$ cat src/rtl/rx_efifo_pkg.sv
// Shared types for the receive elastic bit buffer.
package rx_efifo_pkg;
    // Alignment phase: idle after power reset, waiting for the line frame,
    // counting the programmed delay, or running.
    typedef enum logic [1:0] {
        PH_IDLE      = 2'd0,
        PH_WAIT_LINE = 2'd1,
        PH_DELAY     = 2'd2,
        PH_RUN       = 2'd3
    } phase_e;
endpackage

$ cat src/rtl/rx_efifo_phase.sv
// Alignment controller. It captures the water level on clear, waits for a
// line frame start, counts the delay and pulses pcm_start once.
// Assumes: clr is a single-cycle command; line_start is a one-cycle pulse.
module rx_efifo_phase
    import rx_efifo_pkg::*;
#(
    parameter int WL_W = 8
) (
    input  logic            clk,
    input  logic            rst_n,
    input  logic            clr,
    input  logic            line_start,
    input  logic [WL_W-1:0] water_level,
    output logic            pcm_start,
    output logic            accept_wr,
    output logic            run
);
    phase_e          st, st_nx;
    logic [WL_W-1:0] wl_q;
    logic [WL_W-1:0] dly_cnt;

    // Next phase and start pulse.
    always_comb begin
        st_nx     = st;
        pcm_start = 1'b0;
        case (st)
            PH_WAIT_LINE: begin
                if (line_start) begin
                    if (wl_q == '0) begin
                        pcm_start = 1'b1;
                        st_nx     = PH_RUN;
                    end else begin
                        st_nx = PH_DELAY;
                    end
                end
            end
            PH_DELAY: begin
                if (dly_cnt == WL_W'(1)) begin
                    pcm_start = 1'b1;
                    st_nx     = PH_RUN;
                end
            end
            default: st_nx = st;
        endcase
        if (clr) pcm_start = 1'b0;
    end

    // Phase register, captured level and delay counter.
    always_ff @(posedge clk) begin
        if (!rst_n) begin
            st      <= PH_IDLE;
            wl_q    <= '0;
            dly_cnt <= '0;
        end else if (clr) begin
            st      <= PH_WAIT_LINE;
            wl_q    <= water_level;
            dly_cnt <= '0;
        end else begin
            st <= st_nx;
            if (st == PH_WAIT_LINE && line_start)
                dly_cnt <= wl_q;
            else if (st == PH_DELAY)
                dly_cnt <= dly_cnt - WL_W'(1);
        end
    end

    assign accept_wr = (st == PH_DELAY || st == PH_RUN) && !clr;
    assign run       = (st == PH_RUN) && !clr;

    // once running, no further start pulse.
    p_start_once_r4: assert property (@(posedge clk) disable iff (!rst_n)
        (st == PH_RUN) |-> !pcm_start);

    // the delay counter steps down by one each cycle until the start.
    p_delay_count_r3: assert property (@(posedge clk) disable iff (!rst_n)
        (st == PH_DELAY && !clr && dly_cnt != WL_W'(1)) |=>
        (st == PH_DELAY && dly_cnt == $past(dly_cnt) - WL_W'(1)));

    // the captured level changes only on a clear command.
    p_wl_hold_r2: assert property (@(posedge clk) disable iff (!rst_n)
        !clr |=> $stable(wl_q));
endmodule

$ cat src/rtl/rx_efifo_store.sv
// Circular bit store with fill count. It refuses writes at the clamped limit
// and refuses reads when empty, and reports both events.
// Assumes: wr_en and rd_en are already qualified by the alignment phase.
module rx_efifo_store #(
    parameter int DEPTH = 185,
    parameter int CNT_W = 8,
    parameter int PTR_W = 8
) (
    input  logic             clk,
    input  logic             rst_n,
    input  logic             clr,
    input  logic             wr_en,
    input  logic             wr_bit,
    input  logic             rd_en,
    input  logic [CNT_W-1:0] limit,
    output logic             rd_bit,
    output logic [CNT_W-1:0] fill,
    output logic             wr_drop,
    output logic             rd_empty
);
    localparam logic [CNT_W-1:0] DEPTH_C = CNT_W'(DEPTH);
    localparam logic [PTR_W-1:0] LAST_P  = PTR_W'(DEPTH - 1);

    logic [DEPTH-1:0] mem;
    logic [PTR_W-1:0] wr_ptr, rd_ptr;
    logic [CNT_W-1:0] eff_lim;
    logic             do_wr, do_rd;

    // Clamp the programmed limit to the physical depth.
    always_comb eff_lim = (limit > DEPTH_C) ? DEPTH_C : limit;

    assign wr_drop  = wr_en && (fill >= eff_lim);
    assign rd_empty = rd_en && (fill == '0);
    assign do_wr    = wr_en && !wr_drop;
    assign do_rd    = rd_en && !rd_empty;

    // Bit storage; contents need no reset.
    always_ff @(posedge clk) begin
        if (do_wr) mem[wr_ptr] <= wr_bit;
    end

    // Pointers, fill count and output bit.
    always_ff @(posedge clk) begin
        if (!rst_n || clr) begin
            wr_ptr <= '0;
            rd_ptr <= '0;
            fill   <= '0;
            rd_bit <= 1'b0;
        end else begin
            if (do_wr) wr_ptr <= (wr_ptr == LAST_P) ? '0 : wr_ptr + PTR_W'(1);
            if (do_rd) rd_ptr <= (rd_ptr == LAST_P) ? '0 : rd_ptr + PTR_W'(1);
            case ({do_wr, do_rd})
                2'b10:   fill <= fill + CNT_W'(1);
                2'b01:   fill <= fill - CNT_W'(1);
                default: fill <= fill;
            endcase
            if (do_rd)         rd_bit <= mem[rd_ptr];
            else if (rd_empty) rd_bit <= 1'b0;
        end
    end

    // never more bits than the storage holds.
    p_fill_bound_r8: assert property (@(posedge clk) disable iff (!rst_n)
        fill <= DEPTH_C);

    // the fill moves by at most one bit per cycle.
    p_fill_step_r7: assert property (@(posedge clk) disable iff (!rst_n)
        !clr |=> (fill == $past(fill) || fill == $past(fill) + 1'b1 ||
                  fill + 1'b1 == $past(fill)));

    // a refused write with no read leaves the fill alone.
    p_drop_keeps_r8: assert property (@(posedge clk) disable iff (!rst_n)
        (wr_drop && !rd_en && !clr) |=> (fill == $past(fill)));
endmodule

$ cat src/rtl/rx_efifo_flags.sv
// Sticky error flags for refused writes and empty reads.
// Assumes: events are single-cycle qualified strobes from the store.
module rx_efifo_flags (
    input  logic clk,
    input  logic rst_n,
    input  logic clr,
    input  logic ovf_evt,
    input  logic udf_evt,
    output logic overflow,
    output logic underflow
);
    // Set on event, clear only on reset or clear command.
    always_ff @(posedge clk) begin
        if (!rst_n || clr) begin
            overflow  <= 1'b0;
            underflow <= 1'b0;
        end else begin
            if (ovf_evt) overflow  <= 1'b1;
            if (udf_evt) underflow <= 1'b1;
        end
    end

    // flags persist until cleared.
    p_ovf_sticky_r10: assert property (@(posedge clk) disable iff (!rst_n)
        (overflow && !clr) |=> overflow);
    p_udf_sticky_r10: assert property (@(posedge clk) disable iff (!rst_n)
        (underflow && !clr) |=> underflow);
endmodule

$ cat src/rtl/rx_elastic_fifo.sv
// Receive elastic bit buffer top. It ties the alignment controller, the bit
// store and the error flags together.
// Assumes: one shared clock; writes and reads are qualified by strobes.
module rx_elastic_fifo #(
    parameter int DEPTH = 185,
    parameter int WL_W  = 8,
    parameter int CNT_W = $clog2(DEPTH + 1)
) (
    input  logic             clk,
    input  logic             rst_n,
    input  logic             rx_reset,
    input  logic [WL_W-1:0]  water_level,
    input  logic [CNT_W-1:0] fill_limit,
    input  logic             line_start,
    input  logic             wr_valid,
    input  logic             wr_bit,
    input  logic             pcm_bit_en,
    output logic             pcm_start,
    output logic             rd_bit,
    output logic [CNT_W-1:0] fill_level,
    output logic             overflow,
    output logic             underflow
);
    localparam int PTR_W = (DEPTH > 1) ? $clog2(DEPTH) : 1;

    logic accept_wr, run, wr_drop, rd_empty;

    rx_efifo_phase #(.WL_W(WL_W)) u_phase (
        .clk         (clk),
        .rst_n       (rst_n),
        .clr         (rx_reset),
        .line_start  (line_start),
        .water_level (water_level),
        .pcm_start   (pcm_start),
        .accept_wr   (accept_wr),
        .run         (run)
    );

    rx_efifo_store #(.DEPTH(DEPTH), .CNT_W(CNT_W), .PTR_W(PTR_W)) u_store (
        .clk      (clk),
        .rst_n    (rst_n),
        .clr      (rx_reset),
        .wr_en    (wr_valid && accept_wr),
        .wr_bit   (wr_bit),
        .rd_en    (pcm_bit_en && run),
        .limit    (fill_limit),
        .rd_bit   (rd_bit),
        .fill     (fill_level),
        .wr_drop  (wr_drop),
        .rd_empty (rd_empty)
    );

    rx_efifo_flags u_flags (
        .clk       (clk),
        .rst_n     (rst_n),
        .clr       (rx_reset),
        .ovf_evt   (wr_drop),
        .udf_evt   (rd_empty),
        .overflow  (overflow),
        .underflow (underflow)
    );

    // underflow rises only after a PCM bit strobe.
    p_udf_cause_r9: assert property (@(posedge clk) disable iff (!rst_n)
        $rose(underflow) |-> $past(pcm_bit_en));

    // overflow rises only after a valid write attempt.
    p_ovf_cause_r8: assert property (@(posedge clk) disable iff (!rst_n)
        $rose(overflow) |-> $past(wr_valid));
endmodule

$ cat config.mk
export PLATFORM = sky130hd
export DESIGN_NAME = rx_elastic_fifo
export DESIGN_NICKNAME = d
export VERILOG_FILES = /design/src/rtl/rx_efifo_pkg.sv /design/src/rtl/rx_efifo_phase.sv /design/src/rtl/rx_efifo_store.sv /design/src/rtl/rx_efifo_flags.sv /design/src/rtl/rx_elastic_fifo.sv
export SDC_FILE = /design/constraint.sdc
export NUM_CORES = 1
export LEC_CHECK = 0
export BUFFER_PORTS_ARGS = -buffer_cell sky130_fd_sc_hd__buf_2
export CORE_ASPECT_RATIO = 1.5
export CORE_MARGIN = 3
export CORE_UTILIZATION = 62
export DETAILED_ROUTE_END_ITERATION = 10
export GPL_TIMING_DRIVEN = 1
export MAX_ROUTING_LAYER = met4
export PLACE_DENSITY_LB_ADDON = 0.12
export SYNTH_ARGS = -nofsm -noshare
export SYNTH_HDL_FRONTEND = slang
export SYNTH_SLANG_ARGS = --single-unit
$ cat constraint.sdc
create_clock -name clk -period 6.9 [get_ports clk]
set_clock_uncertainty 0.1 [all_clocks]
set_input_delay 1.38 -clock clk [delete_from_list [all_inputs] [get_ports clk]]
set_output_delay 1.38 -clock clk [all_outputs]
set_load 0.005 [all_outputs]
# Word level (Yosys, flattened, before mapping)
# Index checks and enable logic that the tools add are counted.
[word_totals]
register_bits = 230
in_bits = 23
elab_cells = 83
[classes]
n_addsub = 5
magnitude_cmp = 5
n_eq_ne = 12
mux = 23
bitwise_logic = 1
n_reduce_logical = 26
[ops]
columns = ["operator", "n"]
rows = [
  ["$bwmux 185", 1],
  ["$mux 8", 5],
  ["$add 8x1->8 const B", 3],
  ["$lt 8x9->1 const B", 2],
  ["$eq 8x8->1 const B", 2],
  ["$logic_not 8->1", 2],
  ["$pmux 8 s2", 1],
  ["$sub 8x1->8 const B", 2],
  ["$logic_and 1x1->1", 10],
  ["$mux 1", 10],
  ["$bmux 1 s8", 1],
  ["$demux 1 s8", 1],
  ["$eq 8x1->1 const B", 1],
  ["$ge 8x1->1 const B", 1],
  ["$ge 8x8->1", 1],
  ["$gt 8x8->1 const B", 1],
  ["$reduce_bool 2->1", 4],
  ["$eq 2x2->1 const B", 3],
  ["$reduce_and 3->1", 2],
  ["$eq 2x1->1 const B", 2],
  ["$logic_not 1->1", 4],
  ["$mux 2", 2],
  ["$pmux 2 s2", 1],
  ["$ne 3x2->1 const B", 1],
  ["8 further kinds", 9],
]

# Logic depth before layout (Yosys ltp)
# Gate-level depths: netlist of the first run.
[depth]
ltp_word = 9
mapped_depth = 19

# Modules after synthesis
# Synthesis of the first run repeated with hierarchy kept, for this count alone.
[hier_totals]
cells_unflattened = 882
hier_area_um2 = 10812.9
[by_module_without_submodules]
columns = ["module", "instances", "cells_per_inst", "area_each_um2"]
rows = [
  ["rx_efifo_store", 1, 770, 9786.9],
  ["rx_efifo_phase", 1, 103, 944.7],
  ["rx_efifo_flags", 1, 7, 68.8],
  ["rx_elastic_fifo", 1, 2, 12.5],
]

# Worst setup path before layout of the first run
# Ideal clock, no wire load.
[synth_timing]
path_type = "input to register"
from = "input fill_limit[2]"
to = "register u_store.fill[7]"
setup_ps = 58
arrival_time_ps = 5266
path_slack_ps = 1477
stages = 19
path_buffers = 0
path_cell_list = "o2111a_1 -> o21ai_0 -> nand2b_1 -> ha_1 -> nand2b_1 -> a21o_1 -> a21oi_1 -> o21ai_1 -> a211oi_4 -> inv_2 -> ha_1 -> ha_1 -> a21o_1 -> a21oi_1 -> o21bai_1 -> a2111oi_0 -> o21ai_0 -> a211oi_1 -> a31o_2"
[synth_via]
elab_chain_len = 8
[synth_lines]
columns = ["item", "line_no", "source"]
rows = [
  ["start: declaration", "rx_elastic_fifo.sv:13", "input logic [CNT_W-1:0] fill_limit,"],
  ["$gt 8x8->1", "rx_efifo_store.sv:30", "always_comb eff_lim = (limit > DEPTH_C) ? DEPTH_C : limit;"],
  ["$mux 8 (*)", "rx_efifo_store.sv:30", ""],
  ["$ge 8x8->1 (*)", "rx_efifo_store.sv:32", "assign wr_drop = wr_en && (fill >= eff_lim);"],
  ["$logic_and 1x1->1 (*)", "rx_efifo_store.sv:32", ""],
  ["$logic_not 1->1 (*)", "rx_efifo_store.sv:34", "assign do_wr = wr_en && !wr_drop;"],
  ["$logic_and 1x1->1 (*)", "rx_efifo_store.sv:34", ""],
  ["$eq 2x1->1 or $eq 2x2->1 (tied branches)", "rx_efifo_store.sv:52", "case ({do_wr, do_rd})"],
  ["$pmux 8 s2 or $reduce_bool 2->1 (tied branches)", "n/a", ""],
  ["end signal: assignment", "rx_efifo_store.sv:53", "2'b10: fill <= fill + CNT_W'(1);"],
  ["end signal: assignment", "rx_efifo_store.sv:54", "2'b01: fill <= fill - CNT_W'(1);"],
  ["end signal: assignment", "rx_efifo_store.sv:55", "default: fill <= fill;"],
  ["end: declaration", "rx_efifo_store.sv:17", "output logic [CNT_W-1:0] fill,"],
]
# Mark *: on every way between the ends. The rest lies on a longest branch, timed or not.
# A chain may end at the register's enable or synchronous reset.

# Worst setup path in the final report of the first run
# Same ends and word-level chain as after synthesis.

==> results.py, run 1 <==
metrics = {
    "setup_path": {
        "critPathSlowestCell": "a2111oi_0",
        "crit_path_start_kind": "input port",
        "critPathMaxStageDelay_ps": 530,
        "cp-end-kind": "flip-flop",
        "cp.arrival_ps": 5950,
        "critical_path_buf_inv_count": 3,
        "critPathRequiredTime_ps": 7240,
        "worstSetupPathType": "in -> reg",
        "crit_fanout": 18,
        "critPathTopFamily": "compound AO/OA/AOI/OAI gates",
        "path_cells": "buf_2 -> o2111a_1 -> o21ai_0 -> nand2b_1 -> ha_1 -> nand2b_1 -> a21o_1 -> a21oi_1 -> o21ai_1 -> a211oi_4 -> buf_4 -> inv_2 -> ha_1 -> ha_1 -> a21o_1 -> a21oi_1 -> o21bai_1 -> a2111oi_0 -> o21ai_0 -> a211oi_1 -> a31o_2",
        "crit_top_cell": "ha_1",
    },
    "clocking": {
        "clock_latency_ps": 500,
        "htreeDepth": 1,
        "root_buffer": "clkbuf_16",
        "clock-sinks": 230,
        "clock_path_buffers": 3,
        "cts_tree": "built",
        "post-cts-setup-buffer-count": 0,
        "path_clk_slew_ps": 60,
        "cts_buffers": 21,
        "cts-resized-gates": 0,
        "hold_buffers": 0,
    },
    "power": {
        "cellLeakagePower_nw": 3.646,
        "power_w": 0.002657,
        "net-switching-power_w": 0.0005314,
        "pwr-share-comb_pct": 2.5,
        "p_clk_share_pct": 40.8,
        "sw_frac_of_total_pct": 20.00,
        "intPower_w": 0.002125,
        "ir_worst_vdd_uv": 222.0,
        "p_seq_share_pct": 56.7,
        "p_per_area_mw_per_mm2": 230.4,
    },
    "sta": {
        "min_period_over_period_pct": 81.27,
        "setup_viol": 0,
        "slew_violations": 0,
        "tightest_slew_ps": 1276,
        "hold_ws_ps": 369.8,
        "hold_viol": 0,
        "timing.fmax_mhz": 178.3,
        "fin_tns_setup_ps": 0,
        "final.min_clock_period_ps": 5608,
        "relSlewSlack_pct": 14.94,
        "rsz0062_at_grt": "no",
    },
    "logic_synthesis": {
        "syn_inst": 861,
        "synth-edff-count": 185,
        "synth_top_area_share_pct": 52.06,
        "seq_area_frac_synth_pct": 60.50,
        "ys_seq_elements": 230,
        "synth.area.top_cells": "edfxtp_1, dfxtp_1, mux4_2",
        "synth_common_cells": "nor2_1, edfxtp_1, dfxtp_1, mux4_2, clkbuf_1",
        "syn_avg_cell_area_um2": 12.39,
        "synth_nets": 911,
        "synth_cell_types": 55,
        "syn_area_mm2": 0.01067,
        "yosysMostFrequentCell": "nor2_1",
        "ys.flop_type": "edfxtp_1",
        "async_flop_share_pct": 0,
        "synth_top_cell_by_area": "edfxtp_1",
        "yosysWarnings": 0,
    },
    "layout": {
        "antenna_cells": 0,
        "layout.cells.non_filler": 1091,
        "nNetsFinal": 916,
        "syn_to_final_growth_pct": 8.055,
        "drive_above_1_share_pct": 13.62,
        "fill_cells": 1244,
    },
    "drt": {
        "wire_per_inst_um": 21.38,
        "vias": 6826,
        "wirelength_um": 23330,
        "ant_nets": 0,
        "drt_pre_antenna_iters": 5,
        "vias_per_cell": 6.257,
        "remaining_drc_errors": 0,
        "dr.first_iter.drc_count": 643,
    },
    "place": {
        "place_inst": 1053,
        "hpwl_um": 14860,
        "port_buffers": 34,
        "place.gp.congestion": 0.8700,
    },
    "grt": {
        "grt_overflow_total": 0,
        "antenna_found_initial": 0,
        "grt_usage_pct": 25.91,
        "grt_pass1_wl_um": 36850,
        "grt_pass1_vias": 6872,
        "grt_max_degree": 144,
    },
    "worst_hold_path": {
        "min-delay-path-class": "reg -> reg",
    },
    "die": {
        "die_area_mm2": 0.01885,
        "die-height_um": 166.7,
        "start_util_pct": 63.38,
        "die_w_um": 113.1,
        "core_area_mm2": 0.01684,
        "io_pins": 35,
        "fp-row-count": 58,
    },
    "outcome": {
        "outcome": "finished clean",
    },
    "run": {
        "maxCapViolations": 0,
    },
}
==> area by class of cell <==
type                       count  area (um2)  area share [%]
clock buffer                  34       604.3           5.241
clock inverter                 4       26.28          0.2279
inverter                      19       71.32          0.6185
multi-input combinational    555        3897           33.80
sequential                   230        6459           56.01
tap                          210       262.8           2.279
timing repair buffer          39       210.2           1.823
==> metal layers <==
layer	vias to the layer above	wire [um]	global-route usage (%)
li1	3131	-	-
met1	3422	8807	31.40
met2	230	12760	45.87
met3	43	1296	3.053
met4	0	458	7.061
met5	-	0	-
==> power by group through the flow <==
stage	clock (W)	combinational, W	sequential, W
after floorplan	0	0.0000352	0.00154
after global placement	0	0.0000614	0.00154
after detailed placement	0	0.0000653	0.00154
after CTS	0.00109	0.0000659	0.00151
after global routing	0.00115	0.0000744	0.00151
final	0.00108	0.0000659	0.00151
==> stage by stage <==
step	setup slack (ps)	util [%]	instance area (um2)
4_1_cts	1320	68.49	11530
3_5_place_dp	800.3	64.74	10900
6_report	1292	68.49	11530
2_1_floorplan	1477	-	10670
5_1_grt	754.1	68.49	11530
3_3_place_gp	1017	64.74	10900
==> path summary, 6_finish.rpt <==
path                                      start                             to  slack, ps  cells after the start
setup / recovery                  fill_limit[2]   u_store.fill[7]$_SDFFE_PP0P_       1290                     21
hold / removal    u_flags.overflow$_SDFFE_PP0P_  u_flags.overflow$_SDFFE_PP0P_        370                      1
setup reg to reg   u_store.fill[0]$_SDFFE_PP0P_   u_store.fill[7]$_SDFFE_PP0P_       2310                     18
hold reg to reg   u_flags.overflow$_SDFFE_PP0P_  u_flags.overflow$_SDFFE_PP0P_        370                      1
==> flip-flops by register name (all words and copies together), names as in the netlist <==
name and flops:
u_store.mem 185, u_phase.dly_cnt 8, u_phase.wl_q 8, u_store.fill 8
u_store.rd_ptr 8, u_store.wr_ptr 8, u_phase.st 2, u_flags.overflow 1
u_flags.underflow 1, u_store.rd_bit 1
==> cells in the final DEF, fill, tap and decap left out, types with 5 or more instances in the layout <==
cell type,synthesis,layout
a211oi_1,16,16
a21o_1,5,5
a21oi_1,28,28
buf_2,14,33
buf_4,2,6
clkbuf_1,36,10
clkbuf_16,0,21
dfxtp_1,45,43
edfxtp_1,185,185
ha_1,26,26
inv_1,18,18
mux2i_1,31,31
mux4_2,40,40
nand2_1,26,26
nand3_1,28,28
nor2_1,230,230
nor2b_1,18,18
o21ai_0,9,9
o221ai_1,5,5
or4_1,5,5
xnor2_1,15,15
xor2_1,8,8
==> logic make-up (layout without fill, tap and decap cells) <==
logic type | Yosys count | count (layout) | share of synthesized area (%)
AO/OA/AOI/OAI | 98 | 98 | 6.355
XOR/XNOR | 23 | 23 | 1.888
adder cells (fa/ha/maj) | 27 | 27 | 3.236
buffers and inverters | 76 | 96 | 2.978
flip-flops | 230 | 230 | 60.50
multiplexers | 74 | 74 | 11.67
AND/OR/NAND/NOR | 333 | 333 | 13.38
Power figures use the tool's default switching activity.
==> inputs of run 2 (changes only) <==
--- a/config.mk
+++ b/config.mk
@@ -5,6 +5,7 @@
 export SDC_FILE = /design/constraint.sdc
 export NUM_CORES = 1
 export LEC_CHECK = 0
+export ABC_AREA = 1
 export BUFFER_PORTS_ARGS = -buffer_cell sky130_fd_sc_hd__buf_2
 export CORE_ASPECT_RATIO = 1.5
 export CORE_MARGIN = 3
==> constraint.sdc (replaced) <==
create_clock -name clk -period 5.58 [get_ports clk]
set_clock_uncertainty 0.1 [all_clocks]
set_input_delay 1.116 -clock clk [delete_from_list [all_inputs] [get_ports clk]]
set_output_delay 1.116 -clock clk [all_outputs]
set_load 0.005 [all_outputs]
==> run 2 against run 1 <==
  * Area after synthesis up 5.1%
  * Worst hold slack about the same
  * Sequential share of layout area down 2.5 points
  * Register-to-register slack worse by 500 ps
  * Design area up 4.6%
  * Critical endpoint unchanged
  * Largest cell class unchanged
  * Highest routed layer unchanged
==> results.py, run 2 <==
metrics = {
    "sta": {
        "hold_viol": 0,
        "fin_tns_setup_ps": 0,
        "final.min_clock_period_ps": 4578,
        "min_period_over_period_pct": 82.05,
        "tightest_slew_ps": 975.2,
        "setup_viol": 0,
        "timing.fmax_mhz": 218.4,
        "slew_violations": 0,
        "relSlewSlack_pct": 34.98,
        "rsz0062_at_grt": "no",
    },
    "power": {
        "cellLeakagePower_nw": 4.520,
        "p_per_area_mw_per_mm2": 287.2,
        "ir_worst_vdd_uv": 290.1,
        "power_w": 0.003465,
    },
    "layout": {
        "multi_input_area_mm2": 0.004038,
        "largest_register_ffs": 185,
        "fill_cells": 1418,
        "final_common_cell": "nor2_1",
        "seq_area_mm2": 0.006461,
        "fin_area_mm2": 0.01207,
        "nNetsFinal": 1315,
        "drive_above_1_share_pct": 7.187,
        "top_register": "u_store.mem",
        "antenna_cells": 0,
        "final_cell_mix": "nor2_1, nand2_1, edfxtp_1",
        "syn_to_final_growth_pct": 7.562,
    },
    "logic_synthesis": {
        "synth_common_cells": "nor2_1, nand2_1, edfxtp_1, inv_1, nand3_1",
        "synth_top_area_share_pct": 49.52,
        "synth_top_family_by_area": "simple AND/OR/NAND/NOR gates",
        "syn_avg_cell_area_um2": 8.826,
        "synth_fa_ha_area_share_pct": 3.078,
        "synth_nets": 1321,
        "yosysMostFrequentCell": "nor2_1",
        "ys.flop_type": "edfxtp_1",
        "syn_inst": 1271,
        "synth_compound_area_share_pct": 6.993,
        "synth_xor_xnor_area_share_pct": 0.9369,
        "seq_area_frac_synth_pct": 57.55,
        "synth_cell_types": 41,
        "synth.area.mux_share_pct": 0,
        "synth-simple-area-share_pct": 24.98,
        "synth.area.top_cells": "edfxtp_1, nor2_1, nand2_1",
        "yosysWarnings": 0,
        "synth_top_cell_by_area": "edfxtp_1",
        "ys_seq_elements": 230,
        "synth-edff-count": 185,
        "syn_area_mm2": 0.01122,
        "async_flop_share_pct": 0,
    },
    "drt": {
        "wirelength_um": 26580,
        "drt_pre_antenna_iters": 5,
        "ant_nets": 0,
        "dr.first_iter.drc_count": 710,
        "vias": 8555,
        "remaining_drc_errors": 0,
        "vias_per_cell": 5.730,
        "wire_per_inst_um": 17.80,
    },
    "worst_hold_path": {
        "hold-path-cell-count": 2,
        "min-delay-path-class": "reg -> reg",
    },
    "clocking": {
        "htreeDepth": 1,
        "cts-resized-gates": 0,
        "post-cts-setup-buffer-count": 0,
        "cts_buffers": 22,
        "root_buffer": "clkbuf_16",
        "clock-sinks": 230,
        "clock_path_buffers": 3,
        "hold_buffers": 0,
        "clock_latency_ps": 490,
        "path_clk_slew_ps": 70,
        "cts_tree": "built",
    },
    "place": {
        "port_buffers": 34,
        "place_area_mm2": 0.01134,
        "hpwl_um": 16440,
        "place.gp.congestion": 0.9533,
    },
    "setup_path": {
        "critPathRequiredTime_ps": 5890,
        "crit_fanout": 13,
        "cp-end-kind": "flip-flop",
        "cp.arrival_ps": 4890,
        "reg2reg_depth": 18,
        "worstSetupPathType": "in -> reg",
        "crit_path_start_kind": "input port",
    },
    "grt": {
        "grt_pass1_wl_um": 42030,
        "grt_usage_pct": 28.32,
        "grt_pass1_vias": 8225,
        "grt_overflow_total": 0,
        "antenna_found_initial": 0,
        "grt_max_degree": 92,
    },
    "die": {
        "die_area_mm2": 0.01978,
        "fp-row-count": 59,
        "core_area_mm2": 0.01757,
        "start_util_pct": 63.85,
        "die-height_um": 170.7,
        "io_pins": 35,
        "die_w_um": 115.8,
    },
    "outcome": {
        "outcome": "finished clean",
    },
    "run": {
        "maxCapViolations": 0,
    },
}
[run 2: logic make-up (layout without fill, tap and decap cells)]
family,after synthesis,in the layout
and+or+nand+nor,692,692
adders and majority gates,27,27
AOI/OAI and AO/OA,145,145
DFF,230,230
xor gates and xnor gates,12,12
buffers and inverters,165,174
[run 2: metrics by stage]
step	util, %	setup slack, ps	std cells	hold slack (ps)
2_1_floorplan	-	1130	1271	339.0
6_report	68.68	1002	1493	370.0
3_3_place_gp	64.53	630.1	1454	349.0
5_1_grt	68.68	637.9	1493	403.7
4_1_cts	68.68	1037	1493	368.7
3_5_place_dp	64.53	527.7	1454	353.1
[run 2: critical path, cell delays in order]
cell      delay [ps]
buf_2            100
nand3_1           80
o21bai_1         120
nand2_1          110
inv_1            130
nor2_1            60
ha_1             290
nand2_1           80
o41ai_2          580
nor2_4           100
inv_4            160
ha_1             390
ha_1             350
a21oi_1          140
nand2_1           90
nand2_1           60
nand2_1           50
a21oi_1          240
nor2_1            80
o21ai_0          220
nand3_1          100
nand2_1           80
nand2_1           40
a21oi_1          120
[run 2: final timing paths]
check / slack [ps] / startpoint / to
worst max-delay path: 1000 / fill_limit[4] / u_store.fill[7]$_SDFFE_PP0P_
worst min-delay path: 370 / u_store.rd_bit$_SDFFE_PP0P_ / u_store.rd_bit$_SDFFE_PP0P_
worst max register to register: 1810 / u_store.fill[7]$_SDFFE_PP0P_ / u_store.fill[7]$_SDFFE_PP0P_
worst min register to register: 370 / u_store.rd_bit$_SDFFE_PP0P_ / u_store.rd_bit$_SDFFE_PP0P_
[run 2: cell type report]
cell class              count  area share, %
multi-input cells         876          33.46
well taps                 213          2.209
flip-flops and latches    230          53.55
clock inverters            10          1.006
clock buffers              29          5.039
repair buffers             38          1.680
inverters                  97          3.059
[run 2: where the power goes]
group | total [W] | internal, W | switching, W
Combinational | 0.0000851 | 0.0000261 | 0.0000591
Clock | 0.00152 | 0.000904 | 0.000615
Sequential | 0.00186 | 0.00186 | 0.00000635
Total | 0.00347 | 0.00279 | 0.000680
[run 2: per-layer routing]
metal | GRT usage, % | wire, um | vias up
li1 | - | - | 4164
met1 | 32.64 | 10110 | 4067
met2 | 50.89 | 14060 | 266
met3 | 3.114 | 1425 | 58
met4 | 9.743 | 986 | 0
met5 | - | 0 | -
